[config.mk]
export PLATFORM = sky130hd
export DESIGN_NAME = dma_req_channel
export DESIGN_NICKNAME = d
export VERILOG_FILES = /design/src/rtl/dma_pkg.sv /design/src/rtl/dma_regs.sv /design/src/rtl/dma_xfer.sv /design/src/rtl/dma_req_channel.sv
export SDC_FILE = /design/constraint.sdc
export NUM_CORES = 1
export LEC_CHECK = 0
export ABC_AREA = 1
export BUFFER_PORTS_ARGS = -buffer_cell sky130_fd_sc_hd__buf_2
export CORE_MARGIN = 1
export CORE_UTILIZATION = 60
export CTS_CLUSTER_DIAMETER = 40
export DETAILED_ROUTE_END_ITERATION = 6
export PLACE_DENSITY = 0.91
export SLEW_MARGIN = 20
export SYNTH_ARGS = -nofsm -noshare
export SYNTH_HDL_FRONTEND = slang
export SYNTH_SLANG_ARGS = --single-unit
[constraint.sdc]
create_clock -name clk_i -period 2.7 [get_ports clk_i]
set_clock_uncertainty 0.1 [all_clocks]
set_input_delay 0.135 -clock clk_i [delete_from_list [all_inputs] [get_ports clk_i]]
set_output_delay 0.135 -clock clk_i [all_outputs]
set_load 0.02 [all_outputs]
[src/rtl/dma_pkg.sv]
package dma_pkg;
  typedef enum logic [1:0] {
    ST_IDLE  = 2'd0,
    ST_WAIT  = 2'd1,
    ST_SERVE = 2'd2
  } xfer_st_e;

  localparam logic [2:0] REG_SAR = 3'd0;
  localparam logic [2:0] REG_DAR = 3'd1;
  localparam logic [2:0] REG_TCR = 3'd2;
  localparam logic [2:0] REG_CTL = 3'd3;
  localparam logic [2:0] REG_OPR = 3'd4;

  localparam int CTL_W      = 16;
  localparam int CTL_TE_BIT = 1;
  localparam int CTL_IE_BIT = 2;
  localparam logic [CTL_W-1:0] CTL_MODE_MASK = 16'h3F08;
  localparam logic [CTL_W-1:0] CTL_MODE_REQ  = 16'h0400;
endpackage

[src/rtl/dma_regs.sv]
module dma_regs
  import dma_pkg::*;
#(
  parameter int AW = 32
) (
  input  logic             clk_i,
  input  logic             rst_ni,
  input  logic             wr_en_i,
  input  logic [2:0]       wr_addr_i,
  input  logic [AW-1:0]    wr_data_i,
  input  logic             te_i,
  input  logic             idle_ok_i,
  output logic [AW-1:0]    sar_o,
  output logic [CTL_W-1:0] ctl_o,
  output logic             dme_o,
  output logic             ctl_wr_o,
  output logic             dar_wr_o,
  output logic             tcr_wr_o,
  output logic             start_o,
  output logic             cfg_err_o
);
  logic [AW-1:0]    sar_q;
  logic [CTL_W-1:0] ctl_q;
  logic             dme_q, trig_q, err_q;
  logic             opr_wr, qual, mode_ok;

  assign ctl_wr_o = wr_en_i && (wr_addr_i == REG_CTL);
  assign dar_wr_o = wr_en_i && (wr_addr_i == REG_DAR);
  assign tcr_wr_o = wr_en_i && (wr_addr_i == REG_TCR);
  assign opr_wr   = wr_en_i && (wr_addr_i == REG_OPR);

  assign mode_ok = (ctl_q & CTL_MODE_MASK) == CTL_MODE_REQ;
  assign qual    = trig_q && dme_q && !te_i && idle_ok_i;
  assign start_o = qual && mode_ok;

  always_ff @(posedge clk_i or negedge rst_ni) begin
    if (!rst_ni) begin
      sar_q  <= '0;
      ctl_q  <= '0;
      dme_q  <= 1'b0;
      trig_q <= 1'b0;
      err_q  <= 1'b0;
    end else begin
      if (wr_en_i && wr_addr_i == REG_SAR) sar_q <= wr_data_i;
      if (ctl_wr_o) ctl_q <= wr_data_i[CTL_W-1:0];
      if (opr_wr) dme_q <= wr_data_i[0];
      // only a rising master enable counts as a trigger
      trig_q <= ctl_wr_o || (opr_wr && wr_data_i[0] && !dme_q);
      if (ctl_wr_o) err_q <= 1'b0;
      else if (qual && !mode_ok) err_q <= 1'b1;
    end
  end

  assign sar_o     = sar_q;
  assign ctl_o     = ctl_q;
  assign dme_o     = dme_q;
  assign cfg_err_o = err_q;

  a_r3_start_after_write: assert property (@(posedge clk_i) disable iff (!rst_ni)
    start_o |-> $past(wr_en_i && (wr_addr_i == REG_CTL || wr_addr_i == REG_OPR)));

  a_r5_err_bad_mode: assert property (@(posedge clk_i) disable iff (!rst_ni)
    $rose(cfg_err_o) |-> ((ctl_q & CTL_MODE_MASK) != CTL_MODE_REQ));
endmodule

[src/rtl/dma_xfer.sv]
module dma_xfer
  import dma_pkg::*;
#(
  parameter int AW        = 32,
  parameter int CNT_W     = 24,
  parameter int LVL_W     = 6,
  parameter int DW        = 16,
  parameter int REQ_QUANT = 4
) (
  input  logic             clk_i,
  input  logic             rst_ni,
  input  logic             start_i,
  input  logic             ctl_wr_i,
  input  logic             te_wdata_i,
  input  logic             dar_wr_i,
  input  logic             tcr_wr_i,
  input  logic [AW-1:0]    wdata_i,
  input  logic             ie_i,
  input  logic             dreq_i,
  input  logic [LVL_W-1:0] fifo_level_i,
  input  logic [DW-1:0]    fifo_data_i,
  output logic             fifo_pop_o,
  output logic             mem_req_o,
  output logic [AW-1:0]    mem_addr_o,
  output logic [DW-1:0]    mem_wdata_o,
  input  logic             mem_ready_i,
  output logic [AW-1:0]    dar_o,
  output logic [AW-1:0]    tcr_o,
  output logic             te_o,
  output logic             busy_o,
  output logic             idle_ok_o,
  output logic             irq_o
);
  localparam logic [AW-1:0] CNT_MASK  = AW'((64'd1 << CNT_W) - 64'd1);
  localparam logic [AW-1:0] ADDR_STEP = AW'(DW / 8);

  xfer_st_e         st_q, st_d;
  logic [AW-1:0]    dar_q, tcr_q, arm_cnt;
  logic [LVL_W-1:0] batch_q;
  logic             te_q, te_set, step, lvl_ok;

  assign arm_cnt = tcr_q & CNT_MASK;
  assign lvl_ok  = (fifo_level_i != '0) &&
                   ((fifo_level_i % LVL_W'(REQ_QUANT)) == '0);
  assign mem_req_o = (st_q == ST_SERVE);
  assign step      = mem_req_o && mem_ready_i;

  always_comb begin
    st_d   = st_q;
    te_set = 1'b0;
    if (start_i) begin
      if (arm_cnt == '0) begin
        st_d   = ST_IDLE;
        te_set = 1'b1;
      end else begin
        st_d = ST_WAIT;
      end
    end else if (st_q == ST_WAIT && dreq_i && lvl_ok) begin
      st_d = ST_SERVE;
    end else if (step) begin
      if (tcr_q == AW'(1)) begin
        st_d   = ST_IDLE;
        te_set = 1'b1;
      end else if (batch_q == LVL_W'(1)) begin
        st_d = ST_WAIT;
      end
    end
  end

  always_ff @(posedge clk_i or negedge rst_ni) begin
    if (!rst_ni) begin
      st_q    <= ST_IDLE;
      dar_q   <= '0;
      tcr_q   <= '0;
      batch_q <= '0;
      te_q    <= 1'b0;
    end else begin
      st_q <= st_d;
      // completion outranks a clearing write
      te_q <= te_set || (te_q && !(ctl_wr_i && !te_wdata_i));
      if (step) dar_q <= dar_q + ADDR_STEP;
      else if (dar_wr_i) dar_q <= wdata_i;
      if (step) tcr_q <= tcr_q - AW'(1);
      else if (start_i) tcr_q <= arm_cnt;
      else if (tcr_wr_i) tcr_q <= wdata_i;
      if (st_q == ST_WAIT && st_d == ST_SERVE) batch_q <= fifo_level_i;
      else if (step) batch_q <= batch_q - LVL_W'(1);
    end
  end

  assign fifo_pop_o  = step;
  assign mem_addr_o  = dar_q;
  assign mem_wdata_o = fifo_data_i;
  assign dar_o       = dar_q;
  assign tcr_o       = tcr_q;
  assign te_o        = te_q;
  assign busy_o      = (st_q == ST_SERVE);
  assign idle_ok_o   = (st_q != ST_SERVE);
  assign irq_o       = te_q && ie_i;

  a_r7_dar_step: assert property (@(posedge clk_i) disable iff (!rst_ni)
    step |=> dar_q == $past(dar_q) + ADDR_STEP);

  a_r7_cnt_step: assert property (@(posedge clk_i) disable iff (!rst_ni)
    step |=> tcr_q == $past(tcr_q) - AW'(1));

  a_r4_cnt_masked: assert property (@(posedge clk_i) disable iff (!rst_ni)
    start_i |=> (tcr_q & ~CNT_MASK) == '0);

  a_r6_batch_ok: assert property (@(posedge clk_i) disable iff (!rst_ni)
    $rose(busy_o) |-> $past(fifo_level_i != '0 &&
                            (fifo_level_i % LVL_W'(REQ_QUANT)) == '0));

  a_r8_pop_has_data: assert property (@(posedge clk_i) disable iff (!rst_ni)
    fifo_pop_o |-> fifo_level_i != '0);

  a_r9_te_cause: assert property (@(posedge clk_i) disable iff (!rst_ni)
    $rose(te_q) |-> $past(step || start_i));
endmodule

[src/rtl/dma_req_channel.sv]
module dma_req_channel
  import dma_pkg::*;
#(
  parameter int AW    = 32,
  parameter int CNT_W = 24,
  parameter int LVL_W = 6,
  parameter int DW    = 16
) (
  input  logic             clk_i,
  input  logic             rst_ni,
  input  logic             wr_en_i,
  input  logic [2:0]       wr_addr_i,
  input  logic [AW-1:0]    wr_data_i,
  input  logic [2:0]       rd_addr_i,
  output logic [AW-1:0]    rd_data_o,
  input  logic             dreq_i,
  input  logic [LVL_W-1:0] fifo_level_i,
  input  logic [DW-1:0]    fifo_data_i,
  output logic             fifo_pop_o,
  output logic             mem_req_o,
  output logic [AW-1:0]    mem_addr_o,
  output logic [DW-1:0]    mem_wdata_o,
  input  logic             mem_ready_i,
  output logic             busy_o,
  output logic             irq_o,
  output logic             cfg_err_o
);
  logic [AW-1:0]    sar, dar, tcr;
  logic [CTL_W-1:0] ctl, ctl_rb;
  logic dme, ctl_wr, dar_wr, tcr_wr, start, te, idle_ok;

  dma_regs #(.AW(AW)) i_regs (
    .clk_i     (clk_i),
    .rst_ni    (rst_ni),
    .wr_en_i   (wr_en_i),
    .wr_addr_i (wr_addr_i),
    .wr_data_i (wr_data_i),
    .te_i      (te),
    .idle_ok_i (idle_ok),
    .sar_o     (sar),
    .ctl_o     (ctl),
    .dme_o     (dme),
    .ctl_wr_o  (ctl_wr),
    .dar_wr_o  (dar_wr),
    .tcr_wr_o  (tcr_wr),
    .start_o   (start),
    .cfg_err_o (cfg_err_o)
  );

  dma_xfer #(.AW(AW), .CNT_W(CNT_W), .LVL_W(LVL_W), .DW(DW)) i_xfer (
    .clk_i        (clk_i),
    .rst_ni       (rst_ni),
    .start_i      (start),
    .ctl_wr_i     (ctl_wr),
    .te_wdata_i   (wr_data_i[CTL_TE_BIT]),
    .dar_wr_i     (dar_wr),
    .tcr_wr_i     (tcr_wr),
    .wdata_i      (wr_data_i),
    .ie_i         (ctl[CTL_IE_BIT]),
    .dreq_i       (dreq_i),
    .fifo_level_i (fifo_level_i),
    .fifo_data_i  (fifo_data_i),
    .fifo_pop_o   (fifo_pop_o),
    .mem_req_o    (mem_req_o),
    .mem_addr_o   (mem_addr_o),
    .mem_wdata_o  (mem_wdata_o),
    .mem_ready_i  (mem_ready_i),
    .dar_o        (dar),
    .tcr_o        (tcr),
    .te_o         (te),
    .busy_o       (busy_o),
    .idle_ok_o    (idle_ok),
    .irq_o        (irq_o)
  );

  always_comb begin
    ctl_rb = ctl;
    ctl_rb[CTL_TE_BIT] = te;
    case (rd_addr_i)
      REG_SAR: rd_data_o = sar;
      REG_DAR: rd_data_o = dar;
      REG_TCR: rd_data_o = tcr;
      REG_CTL: rd_data_o = AW'(ctl_rb);
      REG_OPR: rd_data_o = AW'(dme);
      default: rd_data_o = '0;
    endcase
  end
endmodule

==> results.ini <==
[run_status]
status=completed

[timing]
tightest_slew_ns=0.604
whs_ns=0.0194
fmax_mhz=465
rsz0062_at_grt=false
setup_tns_ns=0
period_share_pct=79.6
hold_viol_final=0
layout_min_cycle_time_ns=2.15
setup_viol=0
drv_slew=0
timing.slew.headroom_pct=59.7

[global_routing]
grt_pass1_vias=8024
grt_overflow=0
grt_max_degree=62
grt_pass1_wl_mm=42.4
grtUsageTotal_pct=42.1
antenna_found_initial=0

[logic_synthesis]
synth.avg_cell_area_um2=7.24
syn_inst=1095
ys_seq_elements=123
syn-cell-area_um2=7930
syn-num-nets=1166
yosysSeqAreaShare_pct=38.8
async_flop_share_pct=100
synth_edf_count=0
synth.distinct_cells=40
yosys_warnings=0
ys.flop_type=dfrtp_1

[placement]
routabilityCongestion=0.991
port_buffers=117
placed_cell_area_um2=8530
hpwl_mm=19.1

[layout]
drive_above_1_share_pct=16.9
final_nets=1297
syn_to_final_growth_pct=20.7
final_cell_area_um2=9560
antenna_cells=0
fin_util_pct=74.9

[worst_setup_path]
crit_top_cell=inv_1
worstPathArrival_ns=2.39
required_ns=2.94
cp_max_fo=5
crit_chain=inv_1 -> ha_1 -> inv_1 -> nor2_2 -> inv_1 -> nor2_1 -> nand2_1 -> nand2_1 -> nand3_1 -> a31oi_1
worst_path_max_delay_cell=dfrtp_1
end_kind=flip-flop
critical_path_class=reg -> reg
startpoint_type=flip-flop
max_stage_delay_ns=0.40

[drt]
drc_errors=0
ant_nets=0
wl_per_cell_um=19.4
dr.first_iter.drc_count=1420
drt_wl_total_mm=27.4
firstDrtPassIters=6
vias_per_cell=6.20
vias=8751

[min_path]
hold_path.class=in -> reg

[floorplan]
num_rows=41
die_area_um2=13700
die_x_um=117
core-area_um2=12800
die_y_um=117
ios=150
start_util_pct=62.0

[cts]
clk_pin_slew_ns=0.06
htreeDepth=4
cts_setup_buffers=0
cts_buffers=17
cts_root_buf=clkbuf_16
cts_tree=yes
clock_path_buffers=2
numClockSinks=123
clk_latency_ns=0.44

[power_and_ir_drop]
powerDensity_nw_per_um2=1020
finalPower_mw=9.74
vdd_drop_max_uv=869
power.leakage_nw=4.60

[job]
cap_violations=0

[critical path: cells and delay by family (launching register included)]
family,cells,cell delay (ns)
DFF,1,0.40
buffers and inverters,3,0.41
AOI/OAI and AO/OA,1,0.15
and+or+nand+nor,5,0.73
adders and majority gates,1,0.28
[cell usage after synthesis (16+ instances only)]
cell type	n	area, um^2
nand2_1	277	1040
inv_1	148	556
dfrtp_1	123	3080
nor2_1	90	338
o21ai_0	78	390
nand3_1	65	325
a21oi_1	31	155
o221ai_1	30	263
xor2_1	26	228
nand4_1	22	138
buf_4	20	150
buf_2	19	95.1
o22ai_1	19	119
nor3_1	17	85.1
o21ai_1	16	80.1
[cells in the final DEF, fill, tap and decap left out, types with 3 or more instances in the layout]
cell and count:
o22ai_1 19, o2111ai_1 7, nand4_1 22, a31oi_1 3
nand3_1 64, clkinvlp_4 4, nor3_1 17, a21o_1 3
o21ai_0 78, nor3_2 5, buf_2 116, inv_2 7
bufinv_16 4, buf_4 10, dlygate4sd3_1 39, dfrtp_1 123
o221ai_1 30, o211ai_1 15, nor2_2 11, nand3_2 5
inv_1 148, xor2_1 26, clkbuf_16 17, mux2_2 3
o21ai_1 16, a22oi_1 3, clkinv_4 3, nand2_1 277
nor2_1 90, a21oi_1 31, a221o_1 6, nor2_4 7
ha_1 6, nand2_2 5
[final timing paths]
path                                        from               end  slack, ns  cells past startpoint
worst min-delay path                wr_addr_i[2]      i_regs.dme_o       0.02                      4
worst max register to register   i_xfer.tcr_o[0]  i_xfer.tcr_o[24]       0.55                     10
worst min register to register  i_regs.sar_o[22]  i_regs.sar_o[22]       0.39                      2
max in group asynchronous                 rst_ni  i_regs.sar_o[17]       1.71                      3
worst max-delay path             i_xfer.tcr_o[0]  i_xfer.tcr_o[24]       0.55                     10
min in group asynchronous                 rst_ni   i_xfer.tcr_o[2]       0.10                      2
[routing by layer]
metal	GRT usage (%)	wire length, um	vias to the layer above	share of wire (%)
met5	0	0	-	0
met4	23.1	1390	0	5.1
met3	11.9	3620	126	13
met2	62.2	12100	710	44
met1	55.9	10300	4031	37
li1	-	-	3884	-
[power breakdown]
| part | total (mW) | internal [mW] | switching, mW |
|---|---|---|---|
| clock network | 2.51 | 1.60 | 0.911 |
| registers | 3.33 | 2.51 | 0.817 |
| logic | 3.90 | 1.25 | 2.65 |
| total | 9.74 | 5.36 | 4.38 |
[cells by family after synthesis]
kind of cell	Yosys count	synth area share [%]
buffers and inverters	212	11.4
adders and majority gates	6	0.947
and+or+nand+nor	510	28.6
muxes	3	0.426
AOI/OAI and AO/OA	214	16.8
DFF	123	38.8
xor gates and xnor gates	27	2.98
[stage by stage]
step / instances / setup WS (ns)
global route: 1411 / 0.379
detailed placement: 1340 / 0.582
global placement: 1340 / 0.622
finish: 1411 / 0.550
CTS: 1411 / 0.571
floorplan: 1095 / 0.915
[area by class of cell]
class / instances / area [um^2]
multi-input combinational: 760 / 3950
fill: 905 / 3210
sequential: 123 / 3080
timing repair buffer: 167 / 1090
inverter: 157 / 594
clock buffer: 19 / 453
tap: 172 / 215
clock inverter: 13 / 190
[registers in the layout, summed over array words and instances, names as in the netlist]
name and count:
i_xfer.dar_o 32, i_regs.trig_q 1, i_regs.cfg_err_o 1, i_regs.sar_o 32, i_regs.dme_o 1, i_xfer.tcr_o 32
i_xfer.te_o 1, i_xfer.batch_q 6, i_xfer.st_q 2, i_regs.ctl_o 15
[timing repair]
action / 4_1_cts / 5_1_grt
hold endpoints to repair: 112 / 0
resized for setup: 0 / 0
hold buffers: 39 / 0
No activity file was read; power rests on OpenSTA's default activity.
